[src/rtl/pin_irq_pkg.sv]
package pin_irq_pkg;

    typedef enum logic {
        EDGE_FALL = 1'b0,
        EDGE_RISE = 1'b1
    } edge_sel_e;

    typedef struct packed {
        logic      enable;
        edge_sel_e sel;
    } pin_cfg_t;

    localparam pin_cfg_t CFG_RESET = '{enable: 1'b0, sel: EDGE_FALL};

    // True when the step from prev to cur matches the selected direction
    function automatic logic edge_match(input edge_sel_e sel,
                                        input logic cur,
                                        input logic prev);
        logic hit;
        if (sel == EDGE_RISE) hit = cur & ~prev;
        else                  hit = ~cur & prev;
        return hit;
    endfunction

endpackage

[src/rtl/pin_irq_sync.sv]
module pin_irq_sync #(
    parameter int   STAGES      = 2,
    parameter logic RESET_LEVEL = 1'b0
) (
    input  logic clk,
    input  logic rst,
    input  logic async_i,
    output logic sync_o
);
    localparam int LAST = STAGES - 1;

    logic [LAST:0] chain_q;

    generate
        for (genvar g = 0; g < STAGES; g++) begin : g_stage
            if (g == 0) begin : g_first
                always_ff @(posedge clk) begin
                    if (rst) chain_q[0] <= RESET_LEVEL;
                    else     chain_q[0] <= async_i;
                end
            end else begin : g_next
                always_ff @(posedge clk) begin
                    if (rst) chain_q[g] <= RESET_LEVEL;
                    else     chain_q[g] <= chain_q[g-1];
                end
            end
        end
    endgenerate

    assign sync_o = chain_q[LAST];

    initial begin
        stages_min_chk: assert (STAGES >= 2)
            else $error("synchroniser needs at least two stages");
    end
endmodule

[src/rtl/pin_irq_edge.sv]
module pin_irq_edge
    import pin_irq_pkg::*;
#(
    parameter logic RESET_LEVEL = 1'b0
) (
    input  logic      clk,
    input  logic      rst,
    input  logic      level_i,
    input  edge_sel_e sel_i,
    input  logic      reseed_i,
    output logic      pulse_o
);
    logic hist_q;

    // History always reloads from the live level; a reseed cycle also
    // masks the pulse so a new select value never compares stale history.
    always_ff @(posedge clk) begin
        if (rst) hist_q <= RESET_LEVEL;
        else     hist_q <= level_i;
    end

    always_comb begin
        pulse_o = 1'b0;
        if (!reseed_i) pulse_o = edge_match(sel_i, level_i, hist_q);
    end


    edge_needs_change_chk: assert property (@(posedge clk) disable iff (rst)
        pulse_o |=> (hist_q == $past(level_i)));
endmodule

[src/rtl/pin_irq_hold.sv]
module pin_irq_hold (
    input  logic clk,
    input  logic rst,
    input  logic enable_i,
    input  logic set_i,
    input  logic clr_i,
    output logic q_o
);
    logic q_d;

    always_comb begin
        q_d = q_o;
        if (!enable_i)  q_d = 1'b0;
        else if (set_i) q_d = 1'b1;
        else if (clr_i) q_d = 1'b0;
    end

    always_ff @(posedge clk) begin
        if (rst) q_o <= 1'b0;
        else     q_o <= q_d;
    end


    hold_sticky_chk: assert property (@(posedge clk) disable iff (rst)
        q_o && enable_i && !clr_i |=> q_o);

    clear_takes_chk: assert property (@(posedge clk) disable iff (rst)
        clr_i && !set_i |=> !q_o);

    set_wins_chk: assert property (@(posedge clk) disable iff (rst)
        set_i && enable_i |=> q_o);

    disabled_clear_chk: assert property (@(posedge clk) disable iff (rst)
        !enable_i |=> !q_o);
endmodule

[src/rtl/pin_irq_latch.sv]
module pin_irq_latch
    import pin_irq_pkg::*;
#(
    parameter int   SYNC_STAGES = 2,
    parameter logic PIN_IDLE    = 1'b0
) (
    input  logic clk,
    input  logic rst,
    input  logic pin_i,
    input  logic cfg_wr_i,
    input  logic cfg_enable_i,
    input  logic cfg_rise_i,
    input  logic sw_clr_i,
    input  logic svc_ack_i,
    output logic latch_o,
    output logic irq_n_o
);
    pin_cfg_t cfg_q;
    logic     pin_sync;
    logic     edge_pulse;
    logic     clear_req;

    always_ff @(posedge clk) begin
        if (rst) begin
            cfg_q <= CFG_RESET;
        end else if (cfg_wr_i) begin
            cfg_q.enable <= cfg_enable_i;
            cfg_q.sel    <= cfg_rise_i ? EDGE_RISE : EDGE_FALL;
        end
    end

    pin_irq_sync #(.STAGES(SYNC_STAGES), .RESET_LEVEL(PIN_IDLE)) u_sync (
        .clk     (clk),
        .rst     (rst),
        .async_i (pin_i),
        .sync_o  (pin_sync)
    );

    pin_irq_edge #(.RESET_LEVEL(PIN_IDLE)) u_edge (
        .clk      (clk),
        .rst      (rst),
        .level_i  (pin_sync),
        .sel_i    (cfg_q.sel),
        .reseed_i (cfg_wr_i),
        .pulse_o  (edge_pulse)
    );

    assign clear_req = sw_clr_i | svc_ack_i;

    pin_irq_hold u_hold (
        .clk      (clk),
        .rst      (rst),
        .enable_i (cfg_q.enable),
        .set_i    (edge_pulse),
        .clr_i    (clear_req),
        .q_o      (latch_o)
    );

    assign irq_n_o = ~latch_o;


    no_set_on_cfg_chk: assert property (@(posedge clk) disable iff (rst)
        cfg_wr_i && !latch_o |=> !latch_o);

    rise_has_cause_chk: assert property (@(posedge clk) disable iff (rst)
        $rose(latch_o) |-> $past(edge_pulse) && $past(cfg_q.enable));

    disabled_idle_chk: assert property (@(posedge clk) disable iff (rst)
        !cfg_q.enable |=> irq_n_o);

    sw_clear_chk: assert property (@(posedge clk) disable iff (rst)
        sw_clr_i && !edge_pulse |=> !latch_o);
endmodule

[config.mk]
export PLATFORM = sky130hd
export DESIGN_NAME = pin_irq_latch
export DESIGN_NICKNAME = d
export VERILOG_FILES = /design/src/rtl/pin_irq_pkg.sv /design/src/rtl/pin_irq_sync.sv /design/src/rtl/pin_irq_edge.sv /design/src/rtl/pin_irq_hold.sv /design/src/rtl/pin_irq_latch.sv
export SDC_FILE = /design/constraint.sdc
export NUM_CORES = 1
export LEC_CHECK = 0
export BUFFER_PORTS_ARGS = -buffer_cell sky130_fd_sc_hd__buf_2
export CAP_MARGIN = 20
export CORE_AREA = 5 5 42 44
export DETAILED_ROUTE_END_ITERATION = 12
export DIE_AREA = 0 0 47 49
export PLACE_DENSITY = 0.46
export SYNTH_ARGS = -nofsm -noshare
export SYNTH_HDL_FRONTEND = slang
export SYNTH_SLANG_ARGS = --single-unit
[constraint.sdc]
create_clock -name clk -period 1.94 [get_ports clk]
set_input_delay 0.097 -clock clk [delete_from_list [all_inputs] [get_ports clk]]
set_output_delay 0.097 -clock clk [all_outputs]
set_load 0.02 [all_outputs]
### Word level (Yosys, flattened, before mapping)

Index checks and enable logic that the tools add are counted.

* bits in registers: 6
* output and inout port bits: 2

* muxes and demuxes: 5
* bitwise operators: 7
* reductions and logical operators: 2

Operators with widths (number)
* $mux 1: 5
* $not 1->1: 4
* $and 1x1->1: 2
* $reduce_bool 2->1: 1
* $reduce_or 2->1: 1
* $or 1x1->1: 1

### Depth between registers and ports, before layout

* depth after elaboration: 5
* depth in mapped cells: 2
* mapped depth without buffers: 2

### Modules after synthesis

Synthesis repeated with hierarchy kept, for this count alone.

* cell total of the unflattened synthesis: 21
* area total of the unflattened synthesis: 217.7 um^2

Modules (own cells, without submodules)
* pin_irq_latch: instances 1, cells each 8, area an instance 77.6 um^2, sequential area each 40.0 um^2
* pin_irq_sync: instances 1, cells each 4, area an instance 52.6 um^2, sequential area each 40.0 um^2
* pin_irq_edge: instances 1, cells each 5, area an instance 47.5 um^2, sequential area each 20.0 um^2
* pin_irq_hold: instances 1, cells each 4, area an instance 40.0 um^2, sequential area each 20.0 um^2

### Worst setup path after synthesis

OpenSTA, ideal clock, no wires.

* path kind: register to register
* start: reg, netlist name u_hold.q_o
* end: reg u_hold.q_o
* library setup time: 0.122 ns
* arrival time: 0.780 ns
* required time: 1.818 ns
* path slack: 1.039 ns
* stages on the path, launching flop included: 3
* clock period less this slack: 0.901 ns
* cells stage by stage: dfxtp_1 nor3b_1 o311a_1

RTL lines
* end signal, assigned: line pin_irq_hold.sv:20 `else q_o <= q_d;`
* end, declared: line pin_irq_hold.sv:7 `output logic q_o`

### Worst setup path after layout

* start: reg cfg_q[0] in the netlist's numbering
* end: reg u_hold.q_o

* word-level cells in the longest chain between the ends: 3
* elaborated cells between the ends (all ways): 4

RTL lines
* start, declared: line pin_irq_latch.sv:18 `pin_cfg_t cfg_q;`
* $mux 1 *: line pin_irq_pkg.sv:20 `if (sel == EDGE_RISE) hit = cur & ~prev;`
* $mux 1 *: line pin_irq_edge.sv:24 `if (!reseed_i) pulse_o = edge_match(sel_i, level_i, hist_q);`
* $mux 1 or $reduce_bool 2->1 (tied branches)

Every way passes the cells marked *; elsewhere a longest branch is shown, timed or not.
A chain may end at the register's enable or synchronous reset.

==> impl_results.md <==
* Critical Path End Type: register
* Largest family of logic cells by synthesized area: simple AND/OR/NAND/NOR gates
* Hold-fix buffers at CTS at 0
* Relative slew margins at 80.7%
* # DRC at 0
* Vias in the first global route at around 190
* Post-synthesis xor/xnor area fraction at 0%
* Kind of critical path: register to register
* Footprint of the multi-input gates at just over 80 um^2
* Slew Limit Fails at 0
* DRT Pass-1 Iters at 2
* Post-synth ARST share at 0%
* Top-area cell type share of the netlist area at between 50 and 60%
* Min Hold Slack at around 0.07 ns
* Slew at the pin with the worst max-slew slack at roughly 0.28 ns
* Die X-Extent at roughly 47 um
* Post-place setup slack at about 1.1 ns
* Nets@finish at ~40
* EDFF count, synth at 0
* Setup bufs post-CTS at 0
* Total Wirelength at between 300 and 400 um
* Largest net degree at the start of global routing at 7
* Gate Count Post-Synth at 19
* I/O pin count at 10
* Core Region at between 0.001 and 0.0015 mm^2
* H-Tree Depth at 1
* Synthesized-area fraction occupied by adder cells at 0%
* Worst hold path class: input port to register
* Mux contribution to synthesized area at 9.52%
* Yosys top cell by area: dfxtp_1
* Reg area at 120 um^2
* Fin crit share at between 40% and 50%
* CTS Buf Count at 3
* Clock Pin Slew Worst Setup and Hold Paths at roughly 0.050 ns
* Fill cells at approximately 160
* Synth Area in Compound Gates at ~4.8%
* DR vias at between 150 and 200
* Die H at between 40 and 50 um
* CP Max Fanout at 3
* Die area at 0.00230 mm^2
* Setup TNS at 0 ns
* R2R setup slack at between 1 and 1.5 ns
* Final critical-path required period at 0.883 ns
* Worst setup margin at 1.06 ns
* Total power draw at about 0.26 mW
* Startpoint Class: register
* Clock Skew at approximately 0.0034 ns
* Drt first-iter violations at 4
* Grt ovf at 0
* Initial antenna violation count at 0
* Via-to-Cell Ratio at 3.81
* First-pass GRT wire length at around 770 um
* Clk_lat worst skew at 0.24 ns
* Post-cts resize count at 0
* Outcome: complete, no violations
* Clock sink count at 6
* Leak at about 0.14 nW
* Max-cap violations at 0
* Post-Synth Simple-Gate Area at around 25%
* Setup violators final at 0
* VDD IR max at between 0.4 and 0.5 mV
* Antenna-violating nets left at 0
* Ranking of synthesized cells by area: dfxtp_1, mux2i_1, nor2b_1
* Average wire per standard cell at 8.30 um
* Fmax at between 1 and 1.5 GHz
* Num rows at 14
* # port buffers at 9
* Synth warn at 0
* Top cells by count, synth: dfxtp_1, nor2b_1, inv_1, mux2i_1, nor2_1
* Synthesized area per cell at approximately 11 um^2
* Syn-to-layout area delta at 41.7%
* Clk root buf: clkbuf_4
* Synth Cell Area at 210 um^2
* Distinct cells, synth at 9
* N_diodes at 0
* Clock buffer depth at 2
* Sequential area share after synthesis at between 50% and 60%
* Top_reg_cell synth: dfxtp_1
* Crit path DAT at 1.07 ns
* CTS tree: done
* Share of cells above drive strength 1 at 38.7%
* Req. time, crit path at ~2.1 ns
* RSZ-0062 raised after global routing: false
* GRT Total Usage at 5.22%
* Most numerous cell in the Yosys netlist: dfxtp_1
* Syn Nets at 27
* Power density over cell area at between 800 and 900 mW/mm^2
* Synth Register Bits at 6
* Final hold violations at 0
* Initial core utilization at between 10% and 20%
* Routability cong. at 0.586
==> flip-flops by register name (all words and copies together), names as in the netlist <==
register / count
cfg_q: 2
u_edge.hist_q: 1
u_sync.chain_q: 1
u_sync.sync_o: 1
u_hold.q_o: 1
==> power breakdown <==
group / leakage (nW) / internal (mW) / switching [mW] / total [mW]
clock: 0.0138 / 0.0699 / 0.0444 / 0.114
sequential: 0.0493 / 0.129 / 0.00214 / 0.131
combinational: 0.0779 / 0.00981 / 0.00690 / 0.0167
total: 0.141 / 0.209 / 0.0534 / 0.262
==> cells by family (layout without fill, tap and decap cells) <==
logic type             count (synthesis)  count (layout)
and+or+nand+nor                        8               8
DFF                                    6               6
buffers and inverters                  2              14
AOI/OAI and AO/OA                      1               1
muxes                                  2               2
==> final timing paths <==
path | end | cells after the start | start
worst min-delay path | u_sync.chain_q[0] | 2 | pin_i
worst max register to register | u_hold.q_o | 2 | cfg_q[0]
worst min register to register | u_sync.sync_o | 1 | u_sync.chain_q[0]
worst max-delay path | u_hold.q_o | 2 | cfg_q[0]
==> critical path, stage by stage (launching register included) <==
cell	delay [ns]
dfxtp_1	0.31
nor4b_1	0.32
o311a_1	0.20
==> cells in the final DEF (no fill, tap or decap) <==
cell type / count
nor3b_1: 1
nor4b_1: 1
o311a_1: 1
clkbuf_4: 3
buf_2: 9
nor2_1: 2
mux2i_1: 2
nor2b_1: 3
nor4bb_1: 1
inv_1: 2
dfxtp_1: 6
==> layout make-up <==
cell class / instances / share of cell area [%]
Inverter: 2 / 2.52
Sequential cell: 6 / 40.3
Clock buffer: 3 / 7.56
Multi-Input combinational cell: 11 / 27.7
Tap cell: 16 / 6.72
Timing Repair Buffer: 9 / 15.1
==> layer usage <==
metal | GRT usage [%] | routed length, um | vias to the layer above
met5 | 0 | 0 | -
met4 | 2.76 | 0 | 0
met3 | 6.64 | 88 | 0
met2 | 5.66 | 114 | 14
met1 | 5.52 | 186 | 76
li1 | - | - | 89
==> metrics by stage <==
stage / area [um^2] / util, % / std cells
CTS: 298 / 21.3 / 47
global route: 298 / 21.3 / 47
global placement: 275 / 19.6 / 44
detailed placement: 275 / 19.6 / 44
floorplan: 210 / - / 19
finish: 298 / 21.3 / 47
Note: power is estimated with default switching activity, not from simulation.
